`config.mk`:
```
export PLATFORM = sky130hd
export DESIGN_NAME = wp_gate
export DESIGN_NICKNAME = d
export VERILOG_FILES = /design/src/rtl/wp_gate_pkg.sv /design/src/rtl/wp_gate_datapath.sv /design/src/rtl/wp_gate_control.sv /design/src/rtl/wp_gate.sv
export SDC_FILE = /design/constraint.sdc
export NUM_CORES = 1
export LEC_CHECK = 0
export BUFFER_PORTS_ARGS = -buffer_cell sky130_fd_sc_hd__clkbuf_2
export CAP_MARGIN = 5
export CORE_UTILIZATION = 45
export DETAILED_ROUTE_END_ITERATION = 8
export MAX_ROUTING_LAYER = met4
export PLACE_DENSITY_LB_ADDON = 0.12
export SKIP_CTS_REPAIR_TIMING = 1
export SYNTH_ARGS = -nofsm -noshare
export SYNTH_HDL_FRONTEND = slang
export SYNTH_SLANG_ARGS = --single-unit
```
`constraint.sdc`:
```
create_clock -name clk -period 2.3 [get_ports clk]
set_input_delay 0.46 -clock clk [delete_from_list [all_inputs] [get_ports clk]]
set_output_delay 0.46 -clock clk [all_outputs]
set_load 0.005 [all_outputs]
```
`src/rtl/wp_gate_pkg.sv`:
```
package wp_gate_pkg;

  localparam logic [15:0] KEY_ADDR_HI = 16'h5555;
  localparam logic [15:0] KEY_ADDR_LO = 16'h2AAA;
  localparam logic [7:0]  KEY_OPEN    = 8'hAA;
  localparam logic [7:0]  KEY_CONFIRM = 8'h55;
  localparam logic [7:0]  KEY_ARM     = 8'hA0;
  localparam logic [7:0]  KEY_ESCAPE  = 8'h80;
  localparam logic [7:0]  KEY_RELEASE = 8'h20;

  typedef enum logic [2:0] {
    ST_IDLE, ST_K1, ST_K2, ST_K3, ST_K4, ST_K5
  } seqStep_t;

  typedef struct packed {
    logic keyOpen;     // open byte at the high key address
    logic keyConfirm;  // confirm byte at the low key address
    logic keyArm;      // arm byte at the high key address
    logic keyEscape;   // escape byte at the high key address
    logic keyRelease;  // release byte at the high key address
  } keyHit_t;

  typedef struct packed {
    logic fwdEn;     // forward the present load to the buffer
    logic cycleEnd;  // period closes with data present
    logic permit;    // verdict when cycleEnd is set
  } gateStrobe_t;

endpackage

```
`src/rtl/wp_gate_datapath.sv`:
```
module wp_gate_datapath
  import wp_gate_pkg::*;
#(
  parameter int ADDR_W = 16,
  parameter int DATA_W = 8
) (
  input  logic              clk,
  input  logic              rstN,
  input  logic [ADDR_W-1:0] loadAddr,
  input  logic [DATA_W-1:0] loadData,
  input  gateStrobe_t       strobe,
  output keyHit_t           hits,
  output logic              fwdValid,
  output logic [ADDR_W-1:0] fwdAddr,
  output logic [DATA_W-1:0] fwdData,
  output logic              writePermit,
  output logic              timerOnly
);

  localparam logic [ADDR_W-1:0] ADDR_HI = ADDR_W'(KEY_ADDR_HI);
  localparam logic [ADDR_W-1:0] ADDR_LO = ADDR_W'(KEY_ADDR_LO);

  logic atHi, atLo;

  always_comb begin
    atHi = (loadAddr == ADDR_HI);
    atLo = (loadAddr == ADDR_LO);
    hits.keyOpen    = atHi && (loadData == DATA_W'(KEY_OPEN));
    hits.keyConfirm = atLo && (loadData == DATA_W'(KEY_CONFIRM));
    hits.keyArm     = atHi && (loadData == DATA_W'(KEY_ARM));
    hits.keyEscape  = atHi && (loadData == DATA_W'(KEY_ESCAPE));
    hits.keyRelease = atHi && (loadData == DATA_W'(KEY_RELEASE));
  end

  always_ff @(posedge clk or negedge rstN) begin
    if (!rstN) begin
      fwdValid    <= 1'b0;
      fwdAddr     <= '0;
      fwdData     <= '0;
      writePermit <= 1'b0;
      timerOnly   <= 1'b0;
    end else begin
      fwdValid    <= strobe.fwdEn;
      writePermit <= strobe.cycleEnd && strobe.permit;
      timerOnly   <= strobe.cycleEnd && !strobe.permit;
      if (strobe.fwdEn) begin
        fwdAddr <= loadAddr;
        fwdData <= loadData;
      end
    end
  end

  // one verdict per period, never both
  a_r11_exclusive: assert property (@(posedge clk) disable iff (!rstN)
    !(writePermit && timerOnly));
  // a verdict pulse lasts one cycle
  a_r11_single_pulse: assert property (@(posedge clk) disable iff (!rstN)
    (writePermit || timerOnly) |=> !(writePermit || timerOnly));

endmodule

```
`src/rtl/wp_gate_control.sv`:
```
module wp_gate_control
  import wp_gate_pkg::*;
#(
  parameter int WINDOW = 64
) (
  input  logic        clk,
  input  logic        rstN,
  input  logic        loadValid,
  input  keyHit_t     hits,
  output gateStrobe_t strobe,
  output logic        protectOn
);

  localparam int CNT_W = $clog2(WINDOW + 1);

  seqStep_t   step, stepNext;
  logic       armed, armedNext;
  logic       protectQ, protectNext;
  logic       dataSeen, dataSeenNext;
  logic       periodOpen;
  logic [CNT_W-1:0] quietCnt;
  logic       windowDone, hunting, fwd;

  always_comb begin
    windowDone   = periodOpen && (quietCnt == CNT_W'(WINDOW - 1));
    hunting      = !dataSeen && !armed;
    stepNext     = step;
    armedNext    = armed;
    protectNext  = protectQ;
    dataSeenNext = dataSeen;
    fwd          = 1'b0;
    if (loadValid) begin
      if (hunting) begin
        unique case (step)
          ST_IDLE: if (hits.keyOpen) stepNext = ST_K1; else fwd = 1'b1;
          ST_K1: if (hits.keyConfirm) stepNext = ST_K2;
                 else begin stepNext = ST_IDLE; fwd = 1'b1; end
          ST_K2: if (hits.keyArm) begin
                   stepNext = ST_IDLE; armedNext = 1'b1; protectNext = 1'b1;
                 end else if (hits.keyEscape) stepNext = ST_K3;
                 else begin stepNext = ST_IDLE; fwd = 1'b1; end
          ST_K3: if (hits.keyOpen) stepNext = ST_K4;
                 else begin stepNext = ST_IDLE; fwd = 1'b1; end
          ST_K4: if (hits.keyConfirm) stepNext = ST_K5;
                 else begin stepNext = ST_IDLE; fwd = 1'b1; end
          ST_K5: if (hits.keyRelease) begin
                   stepNext = ST_IDLE; protectNext = 1'b0;
                 end else begin stepNext = ST_IDLE; fwd = 1'b1; end
          default: begin stepNext = ST_IDLE; fwd = 1'b1; end
        endcase
      end else begin
        fwd = 1'b1;
      end
      if (fwd) dataSeenNext = 1'b1;
    end else if (windowDone) begin
      stepNext     = ST_IDLE;
      armedNext    = 1'b0;
      dataSeenNext = 1'b0;
    end
    strobe.fwdEn    = fwd;
    strobe.cycleEnd = !loadValid && windowDone && dataSeen;
    strobe.permit   = !protectQ || armed;
  end

  always_ff @(posedge clk or negedge rstN) begin
    if (!rstN) begin
      step     <= ST_IDLE;
      armed    <= 1'b0;
      protectQ <= 1'b0;
      dataSeen <= 1'b0;
    end else begin
      step     <= stepNext;
      armed    <= armedNext;
      protectQ <= protectNext;
      dataSeen <= dataSeenNext;
    end
  end

  always_ff @(posedge clk or negedge rstN) begin
    if (!rstN) begin
      periodOpen <= 1'b0;
      quietCnt   <= '0;
    end else if (loadValid) begin
      periodOpen <= 1'b1;
      quietCnt   <= '0;
    end else if (windowDone) begin
      periodOpen <= 1'b0;
      quietCnt   <= '0;
    end else if (periodOpen) begin
      quietCnt <= quietCnt + CNT_W'(1);
    end
  end

  assign protectOn = protectQ;

  // the mode moves only on a load cycle
  a_r7_mode_moves_on_load: assert property (@(posedge clk) disable iff (!rstN)
    !$stable(protectQ) |-> $past(loadValid));
  // an armed period implies protection is on
  a_r6_armed_protected: assert property (@(posedge clk) disable iff (!rstN)
    armed |-> protectQ);
  // once data is seen the matcher sits idle
  a_r9_no_hunt_after_data: assert property (@(posedge clk) disable iff (!rstN)
    dataSeen |-> (step == ST_IDLE));
  // the quiet counter never passes the window
  a_r3_counter_bound: assert property (@(posedge clk) disable iff (!rstN)
    periodOpen |-> (quietCnt < CNT_W'(WINDOW)));

endmodule

```
`src/rtl/wp_gate.sv`:
```
module wp_gate
  import wp_gate_pkg::*;
#(
  parameter int ADDR_W = 16,
  parameter int DATA_W = 8,
  parameter int WINDOW = 64
) (
  input  logic              clk,
  input  logic              rstN,
  input  logic              loadValid,
  input  logic [ADDR_W-1:0] loadAddr,
  input  logic [DATA_W-1:0] loadData,
  output logic              fwdValid,
  output logic [ADDR_W-1:0] fwdAddr,
  output logic [DATA_W-1:0] fwdData,
  output logic              writePermit,
  output logic              timerOnly,
  output logic              protectOn
);

  keyHit_t     hits;
  gateStrobe_t strobe;

  wp_gate_datapath #(.ADDR_W(ADDR_W), .DATA_W(DATA_W)) uData (
    .clk(clk), .rstN(rstN), .loadAddr(loadAddr), .loadData(loadData),
    .strobe(strobe), .hits(hits), .fwdValid(fwdValid), .fwdAddr(fwdAddr),
    .fwdData(fwdData), .writePermit(writePermit), .timerOnly(timerOnly)
  );

  wp_gate_control #(.WINDOW(WINDOW)) uCtrl (
    .clk(clk), .rstN(rstN), .loadValid(loadValid), .hits(hits),
    .strobe(strobe), .protectOn(protectOn)
  );

  // a timer-only verdict comes only in protected mode
  a_r5_timer_needs_protect: assert property (@(posedge clk) disable iff (!rstN)
    timerOnly |-> protectOn);
  // a forwarded byte follows a load strobe by one cycle
  a_r2_fwd_follows_load: assert property (@(posedge clk) disable iff (!rstN)
    fwdValid |-> $past(loadValid));

endmodule

```
* Word level (Yosys, flattened, before mapping)
Index checks and enable logic that the tools add are counted.
** Storage, ports and cells
- Logic and storage cells :: 91
- Input bits :: 27
- Bits in registers :: 41
- Output and inout port bits :: 28
** Cells by class
- Reductions and logical operators :: 27
- Equal/unequal tests :: 20
- Mux-type cells :: 32
- Add/sub/neg operators :: 1
** Operators by type and width (count)
- equality test 8 bit, second input constant :: 3
- two-way mux 3 bit :: 7
- two-way mux 7 bit :: 3
- two-way mux 1 bit :: 17
- equality test 16 x 14 -> 1 bit, second input constant :: 1
- equality test 16 x 15 -> 1 bit, second input constant :: 1
- case mux 3 bit (5 select lines) :: 1
- logical AND 1 bit :: 11
- equality test 8 x 6 -> 1 bit, second input constant :: 1
- equality test 8 x 7 -> 1 bit, second input constant :: 1
- inequality test 2 x 1 -> 1 bit, second input constant :: 4
- adder 7 x 1 -> 7 bit, second input constant :: 1
- equality test 7 x 6 -> 1 bit, second input constant :: 1
- equality test 3 x 2 -> 1 bit, second input constant :: 2
- equality test 3 bit, second input constant :: 2
- zero test 1 bit :: 5
- AND reduction 5 bit :: 1
- two-way mux 2 bit :: 2
- inequality test 2 bit, second input constant :: 2
- case mux 1 bit (4 select lines) :: 1
- AND reduction 4 bit :: 1
- nonzero test 2 bit :: 2
- OR reduction 2 bit :: 2
- equality test 3 x 1 -> 1 bit, second input constant :: 1
- 7 further kinds :: 7

* Depth between registers and ports, before layout
Gate-level depths: netlist (run 1).
- Depth in word-level cells :: 9
- Gate-level depth with buffers :: 9

* Cells and area by module
Synthesis (run 1) repeated with hierarchy kept, for this count alone.
** Second synthesis, totals
- Cell total of the unflattened synthesis :: 169
- Area, all modules :: 2031.9 um2
** By module, submodules not included
- wp_gate_datapath :: cells each 82, seq. area each 675.6 um2, instances 1, area each 1171.1 um2
- wp_gate_control :: cells each 87, seq. area each 350.3 um2, instances 1, area each 860.8 um2

* Worst setup path before layout (run 1)
Ideal clock, no wire load.
- Path type :: input port to flip-flop
- From :: input port loadAddr[0]
- To :: register uData.fwdAddr[10]
- Data arrival time :: 2.215 ns
- Setup slack :: -0.040 ns
- Cell stages on the path :: 8
- Data required time :: 2.175 ns
- Setup time :: 0.125 ns
- Cell sequence :: nor4b_1 > nand4_2 > o21ai_1 > a21oi_1 > o41a_1 > buf_6 > buf_12 > mux2_4
** On the way
- Longest elaborated chain between the ends :: 8
- Elaborated cells on any way between the ends :: 16
- Those cells by class :: 2 x eq/ne; 9 x mux; 5 x reduce/logical
** Ends and longest elaborated chain
- from (decl) :: RTL line wp_gate.sv:11 : input logic [ADDR_W-1:0] loadAddr,
- equality test 16 x 15 -> 1 bit :: RTL line wp_gate_datapath.sv:26 : atHi = (loadAddr == ADDR_HI);
- logical AND 1 bit :: RTL line wp_gate_datapath.sv:31 : hits.keyEscape = atHi && (loadData == DATA_W'(KEY_ESCAPE));
- two-way mux 1 bit :: RTL line wp_gate_control.sv:40 : end else if (hits.keyEscape) stepNext = ST_K3;
- two-way mux 1 bit :: RTL line wp_gate_control.sv:38 : ST_K2: if (hits.keyArm) begin
- case mux 1 bit (4 select lines) (*) :: RTL line wp_gate_control.sv:34 : unique case (step)
- two-way mux 1 bit (*) :: RTL line wp_gate_control.sv:33 : if (hunting) begin
- two-way mux 1 bit (*) (2 in a row) :: RTL line wp_gate_control.sv:32 : if (loadValid) begin
- to (signal assigned) :: RTL line wp_gate_datapath.sv:47 : fwdAddr <= loadAddr;
- to (decl) :: RTL line wp_gate_datapath.sv:14 : output logic [ADDR_W-1:0] fwdAddr,
Mark *: on every way between the ends. The rest lies on a longest branch, timed or not. The select of a mux whose other input is x is not followed.
A chain may end at the register's enable or synchronous reset.

* Worst setup path after layout (run 1)
- From :: input port loadAddr[11]
- To :: register uData.fwdAddr[2]
Same word-level chain as after synthesis.

==> run metrics, run 1 <==
final design utilization=0.625; IO buf count=between 50 and 60; Final Skew=about 0.0051 ns; GRT overflow=0; ant diodes=0; vias per cell=5.35; fin area=around 2800 sq um; Fmax=443 MHz; mapped cell area=2110 sq um; pin count of the biggest net entering global routing=42; CTS tree=yes; Setup Viol. Count Final=0; max_slew headroom=0.664; startpoint types=primary input; initial antenna violation count=0; die area=approximately 5000 sq um; Clock Path Buffers=2; clock tree sinks=41; Avg Cell Area, Syn=around 12 sq um; kind of critical path=in -> reg; share of layout cells above drive strength 1=0.459; LEAKAGE=1.33 nW; post-synth cell types=40; synth warn=0; Yosys reg bits=41; setup TNS=0 ns; DR WL/cell=14.8 um; Max FO, Critical Path=19; Mapped Nets=211; most frequent cells in the layout=clkbuf_2, dfrtp_1, buf_4; number of synthesized flops with an enable pin=0; first-pass GRT wire length=7980 um; Placement Cell Area=~2600 sq um; largest family of logic cells by synthesized area=simple AND/OR/NAND/NOR gates; fin crit period=2.26 ns; I/O Pins=55; Synth-to-Final Area Change=31.4%; H-tree depth=2; synth top area cells=dfrtp_1, mux2_4, nor2_1; Final Max Tran Viols=0; r2r endpoint=uData.fwdAddr[2]; RSZ-0062 raised after global routing=yes; Worst Hold Class=in -> async; GRT Util Overall=0.212; Initial Util=0.476; top_reg_cell synth=dfrtp_1; nets=roughly 300; via count=1,700; Post-Route WL=~4700 um; clock power share=0.366; post-synthesis sequential area ratio=0.485; r2r setup slk=between 0.2 and 0.25 ns; vias in the first global route=about 1,700; share of power burned in registers=0.483; max-cap viol count=0; Syn Inst Count=183; placer congestion estimate=approximately 0.86; Switching Share=0.233; Compound-Gate Fraction of Synth Area=0.0740; failing checks=DRC; TritonCTS Buffers=5; final worst path period share=0.982; ys async rst share=1.00; Psw=0.384 mW; post-synthesis mux area share=0.166; PwrDens=593 nW/um^2; Worst Path Required=2.47 ns; Worst-Margin Slew=around 0.50 ns; CTS root buf=clkbuf_8; DR iter-0 viols=100; cell taking the most area after synthesis=dfrtp_1; commonest non-fill, non-tap cell in the layout=clkbuf_2; Synth Area in XOR/XNOR=0.00828; Synth top area share=0.485; clock latency on the worst-skew pair=0.29 ns; antenna-violating nets left=0; Post-Synth Adder-Cell Area=0.00592; Pint=1.27 mW; row count=24; cells on worst reg2reg path=6; Fin. Hold Viols=0; Pre-Repair DR Iteration Count=6; VDD IR-drop max=0.000310 V; simple-gate share of the synthesized area=0.218; clock transition at the registers of the reported paths=0.08 ns; core box area=approximately 4400 sq um; hpwl dp=3540 um; die width=approximately 70 um; crit end category=flop; Die Height=70.6 um; CP arrival=2.43 ns; status=complete, but fails checks; DRC errors left=8; Gate power share=0.151; reg-to-reg critical path startpoint=uCtrl.step[1]
[power by group through the flow]
| stage | Clock, mW | Combinational, mW | Sequential, mW |
|---|---|---|---|
| final | 0.604 | 0.249 | 0.796 |
| after global routing | 0.649 | 0.273 | 0.803 |
| after CTS | 0.617 | 0.249 | 0.797 |
| after detailed placement | 0 | 0.248 | 0.810 |
| after global placement | 0 | 0.243 | 0.809 |
| after floorplan | 0 | 0.107 | 0.810 |
[worst max-delay path, cell delays in order]
cell and delay, ns:
clkbuf_2 0.13, nor4bb_2 0.30, nand4_1 0.20, buf_4 0.19
nand2_1 0.06, nand4_1 0.13, o41a_1 0.45, buf_12 0.19
mux2_1 0.33
[stage by stage]
stage / setup slack [ns] / power [mW] / hold WS (ns) / std cells
final: 0.0412 / 1.65 / 0.221 / 318
after global placement: -0.304 / 1.05 / 0.475 / 307
after floorplan: 0.00151 / 0.917 / 0.164 / 183
after detailed placement: -0.318 / 1.06 / 0.479 / 307
after global routing: -0.0689 / 1.72 / 0.260 / 318
after CTS: -0.0302 / 1.66 / 0.236 / 315
[final cells by class]
class                   count  area [sq um]
multi-input cells         129          1040
clock inverters             2          37.5
fillers                   390          1670
flip-flops and latches     41          1030
well taps                  52          65.1
clock buffers               6          82.6
repair buffers             84           508
inverters                   4          15.0
[sequential cells by signal, indices dropped and copies added, names as in the netlist]
| signal | cells |
|---|---|
| uData.fwdData | 8 |
| uCtrl.quietCnt | 7 |
| uCtrl.protectOn | 1 |
| uCtrl.dataSeen | 1 |
| uCtrl.periodOpen | 1 |
| uData.timerOnly | 1 |
| uData.fwdValid | 1 |
| uCtrl.step | 3 |
| uData.fwdAddr | 16 |
| uData.writePermit | 1 |
| uCtrl.armed | 1 |
[synthesized netlist by cell type, types with 3 or more instances]
library cell   n
nor2_1        16
mux2_4        19
nand3_1        4
nand2_1       13
nand4_1        6
dfrtp_1       41
nor4bb_1       5
nand4b_1       3
a31oi_1        3
and3_1         4
clkbuf_1       5
nor3b_1        3
mux2_1         5
nor2b_1        3
nor3_1         3
a21oi_1        9
o21ai_0        6
inv_1          4
[kinds of logic after synthesis]
logic type | Yosys count
AOI/OAI and AO/OA | 26
xor gates and xnor gates | 2
adders and majority gates | 1
buffers and inverters | 13
DFF | 41
muxes | 25
and+or+nand+nor | 75
[metal layers]
layer | global-route usage | routed length, um | vias up
met4 | 0.0622 | 46 | 0
met1 | 0.280 | 2250 | 822
met3 | 0.0427 | 196 | 5
met2 | 0.334 | 2220 | 40
li1 | - | - | 833
met5 | - | 0 | -
[how the worst max path moves through the flow]
stage | start | to | slack [ns] | cells after the start
after floorplan | loadAddr[12] | uData.fwdAddr[10] | 0.002 | 8
after global placement | loadAddr[12] | uData.fwdAddr[1] | -0.30 | 9
after detailed placement | loadAddr[12] | uData.fwdAddr[2] | -0.32 | 9
after CTS | loadAddr[12] | uData.fwdAddr[2] | -0.03 | 9
after global routing | loadAddr[11] | uData.fwdAddr[2] | -0.07 | 9
final | loadAddr[11] | uData.fwdAddr[2] | 0.04 | 9
No activity file was read; power rests on OpenSTA's default activity.
==> inputs of run 2 (changes only) <==
Settings changed: CORE_ASPECT_RATIO set to 1.5.
==> run 2 against run 1 <==
Net effect:
- global-route usage increased by 0.79 points
- sequential share of layout area rose by 0.13 points
- highest routed layer unchanged
- worst hold slack worse by 0.0080 ns
- design area down 0.36%
- fmax up 2.4%
- total power grew 5.2%
- clock skew increased by 0.0024 ns
- sequential power hardly changed
- first-iteration DRC count is 43% lower
- largest cell class unchanged
- core utilization shrank 1.1 points
- clock-buffer cell count is 1 lower
- combinational power is 2% lower
- the run still ends with DRC left
==> run metrics, run 2 (synthesis results as in run 1) <==
status=complete, but fails checks; failing checks=DRC; Fmax=453 MHz (+2.4%); crit-path cells=clkbuf_2 > nor4bb_2 > nand4b_1 > nor2_2 > a31oi_1 > o41a_1 > buf_6 > mux2_1; Crit path buffers/inverters=2 (-1); share of layout cells above drive strength 1=0.450 (-0.00826); final design utilization=0.615 (-0.0106); TritonCTS Buffers=5 (unchanged); Initial Util=0.469 (-0.00634); vias per cell=5.39 (+0.77%); clock power share=0.401 (+0.035); LEAKAGE=1.33 nW (about the same); most frequent cells in the layout=clkbuf_2, dfrtp_1, buf_4; I/O Pins=55 (unchanged); Final Max Tran Viols=0 (unchanged); largest registers=uData.fwdAddr x16, uData.fwdData x8, uCtrl.quietCnt x7; crit end category=flop; Die Height=86.0 um (+22%); fin crit period=2.21 ns (-0.0522 ns); core box area=4500 sq um (+1.4%); Top reg by flops=uData.fwdAddr; startpoint types=primary input; CTS root buf=clkbuf_8; hpwl dp=3640 um (+2.9%); worst slack, placed=-0.275 ns (+0.0437 ns); commonest non-fill, non-tap cell in the layout=clkbuf_2; CTS tree=yes; kind of critical path=in -> reg; DR WL/cell=15.4 um (+4.1%); clock tree sinks=41 (unchanged); Worst Setup Slack, final=0.0934 ns (+0.0522 ns); die width=58.0 um (-18%); vias in the first global route=1,732 (+1.6%); Slowest cell on crit path=o41a_1; Pint=1.34 mW (+6.3%); Critical Path Max Stage Delay=0.46 ns (about the same); GRT overflow=0 (unchanged); Placement Cell Area=2580 sq um (-0.96%); DRC errors left=1 (-7); share of power burned in registers=0.459 (-0.024); Clock Path Buffers=2 (unchanged); Setup Viol. Count Final=0 (unchanged); PwrDens=626 nW/um^2 (+5.5%); Setup crit start=loadAddr[6]; Worst Path Required=2.48 ns (about the same); final worst path period share=0.959 (-0.0227); Pre-Repair DR Iteration Count=8 (+2); first-pass GRT wire length=8130 um (+1.8%); die area=4980 sq um (+0.11%); clock transition at the registers of the reported paths=0.09 ns (about the same); Largest register FFs=16 (unchanged); clock latency on the worst-skew pair=0.29 ns (about the same); GRT Util Overall=0.220 (+0.00791); Hold WS=0.213 ns (-0.00803 ns); Switching Share=0.224 (-0.00836); reg-to-reg critical path startpoint=uCtrl.step[0]; Fin. Hold Viols=0 (unchanged); Worst-Margin Slew=0.510 ns (+0.00706 ns); CP top delay family=simple AND/OR/NAND/NOR gates; Post-Route WL=4780 um (+1.5%); row count=30 (+25%); max_slew headroom=0.660 (-0.00471); Gate power share=0.141 (-0.010); Final Skew=0.00750 ns (+0.00235 ns); initial antenna violation count=0 (unchanged); Max FO, Critical Path=12 (-7); ant diodes=0 (unchanged); Synth-to-Final Area Change=30.9%; via count=1,670 (-1.8%); max-cap viol count=0 (unchanged); DR iter-0 viols=57 (-43%); Overall Power=1.73 mW (+5.2%); Worst Hold Class=in -> async; nets=289 (-1.4%); placer congestion estimate=0.909 (+6.1%); fin area=2770 sq um (-0.36%); H-tree depth=2 (unchanged); antenna-violating nets left=0 (unchanged); CP arrival=2.38 ns (-0.05 ns); IO buf count=54 (unchanged); pin count of the biggest net entering global routing=42 (unchanged); Psw=0.389 mW (+1.4%); VDD IR-drop max=0.000372 V (+20%)
[run 2: power by group through the flow]
| stage | combinational (mW) | sequential, mW | clock, mW |
|---|---|---|---|
| after global placement | 0.237 | 0.811 | 0 |
| after CTS | 0.242 | 0.796 | 0.714 |
| after detailed placement | 0.242 | 0.809 | 0 |
| after floorplan | 0.107 | 0.810 | 0 |
| after global routing | 0.267 | 0.801 | 0.741 |
| final | 0.244 | 0.795 | 0.695 |
[run 2: area by class of cell]
| class | instances | area, sq um |
|---|---|---|
| Clock buffer | 5 | 68.8 |
| Clock inverter | 3 | 68.8 |
| Fill cell | 398 | 1740 |
| Inverter | 4 | 15.0 |
| Multi-Input combinational cell | 129 | 1060 |
| Sequential cell | 41 | 1030 |
| Tap cell | 48 | 60.1 |
| Timing Repair Buffer | 80 | 473 |
[run 2: path summary, 6_finish.rpt]
kind | cells past startpoint | endpoint | slack, ns
hold / removal | 2 | uCtrl.quietCnt[5] | 0.21
min in group clk | 2 | uData.fwdData[4] | 0.44
max in group asynchronous | 2 | uData.fwdData[7] | 1.73
setup reg to reg | 7 | uData.fwdAddr[0] | 0.27
hold reg to reg | 1 | uData.fwdAddr[4] | 0.49
setup / recovery | 8 | uData.fwdAddr[0] | 0.09
[run 2: metal layers]
metal,GRT usage,share of wire
met1,0.244,0.41
met2,0.391,0.54
met3,0.0362,0.028
met4,0.0779,0.019
met5,-,0
[run 2: per-stage QoR]
stage	instances	setup TNS [ns]
after detailed placement	302	-6.33
after CTS	310	0
after global placement	302	-6.02
after floorplan	183	0
final	310	0
after global routing	310	-0.0392
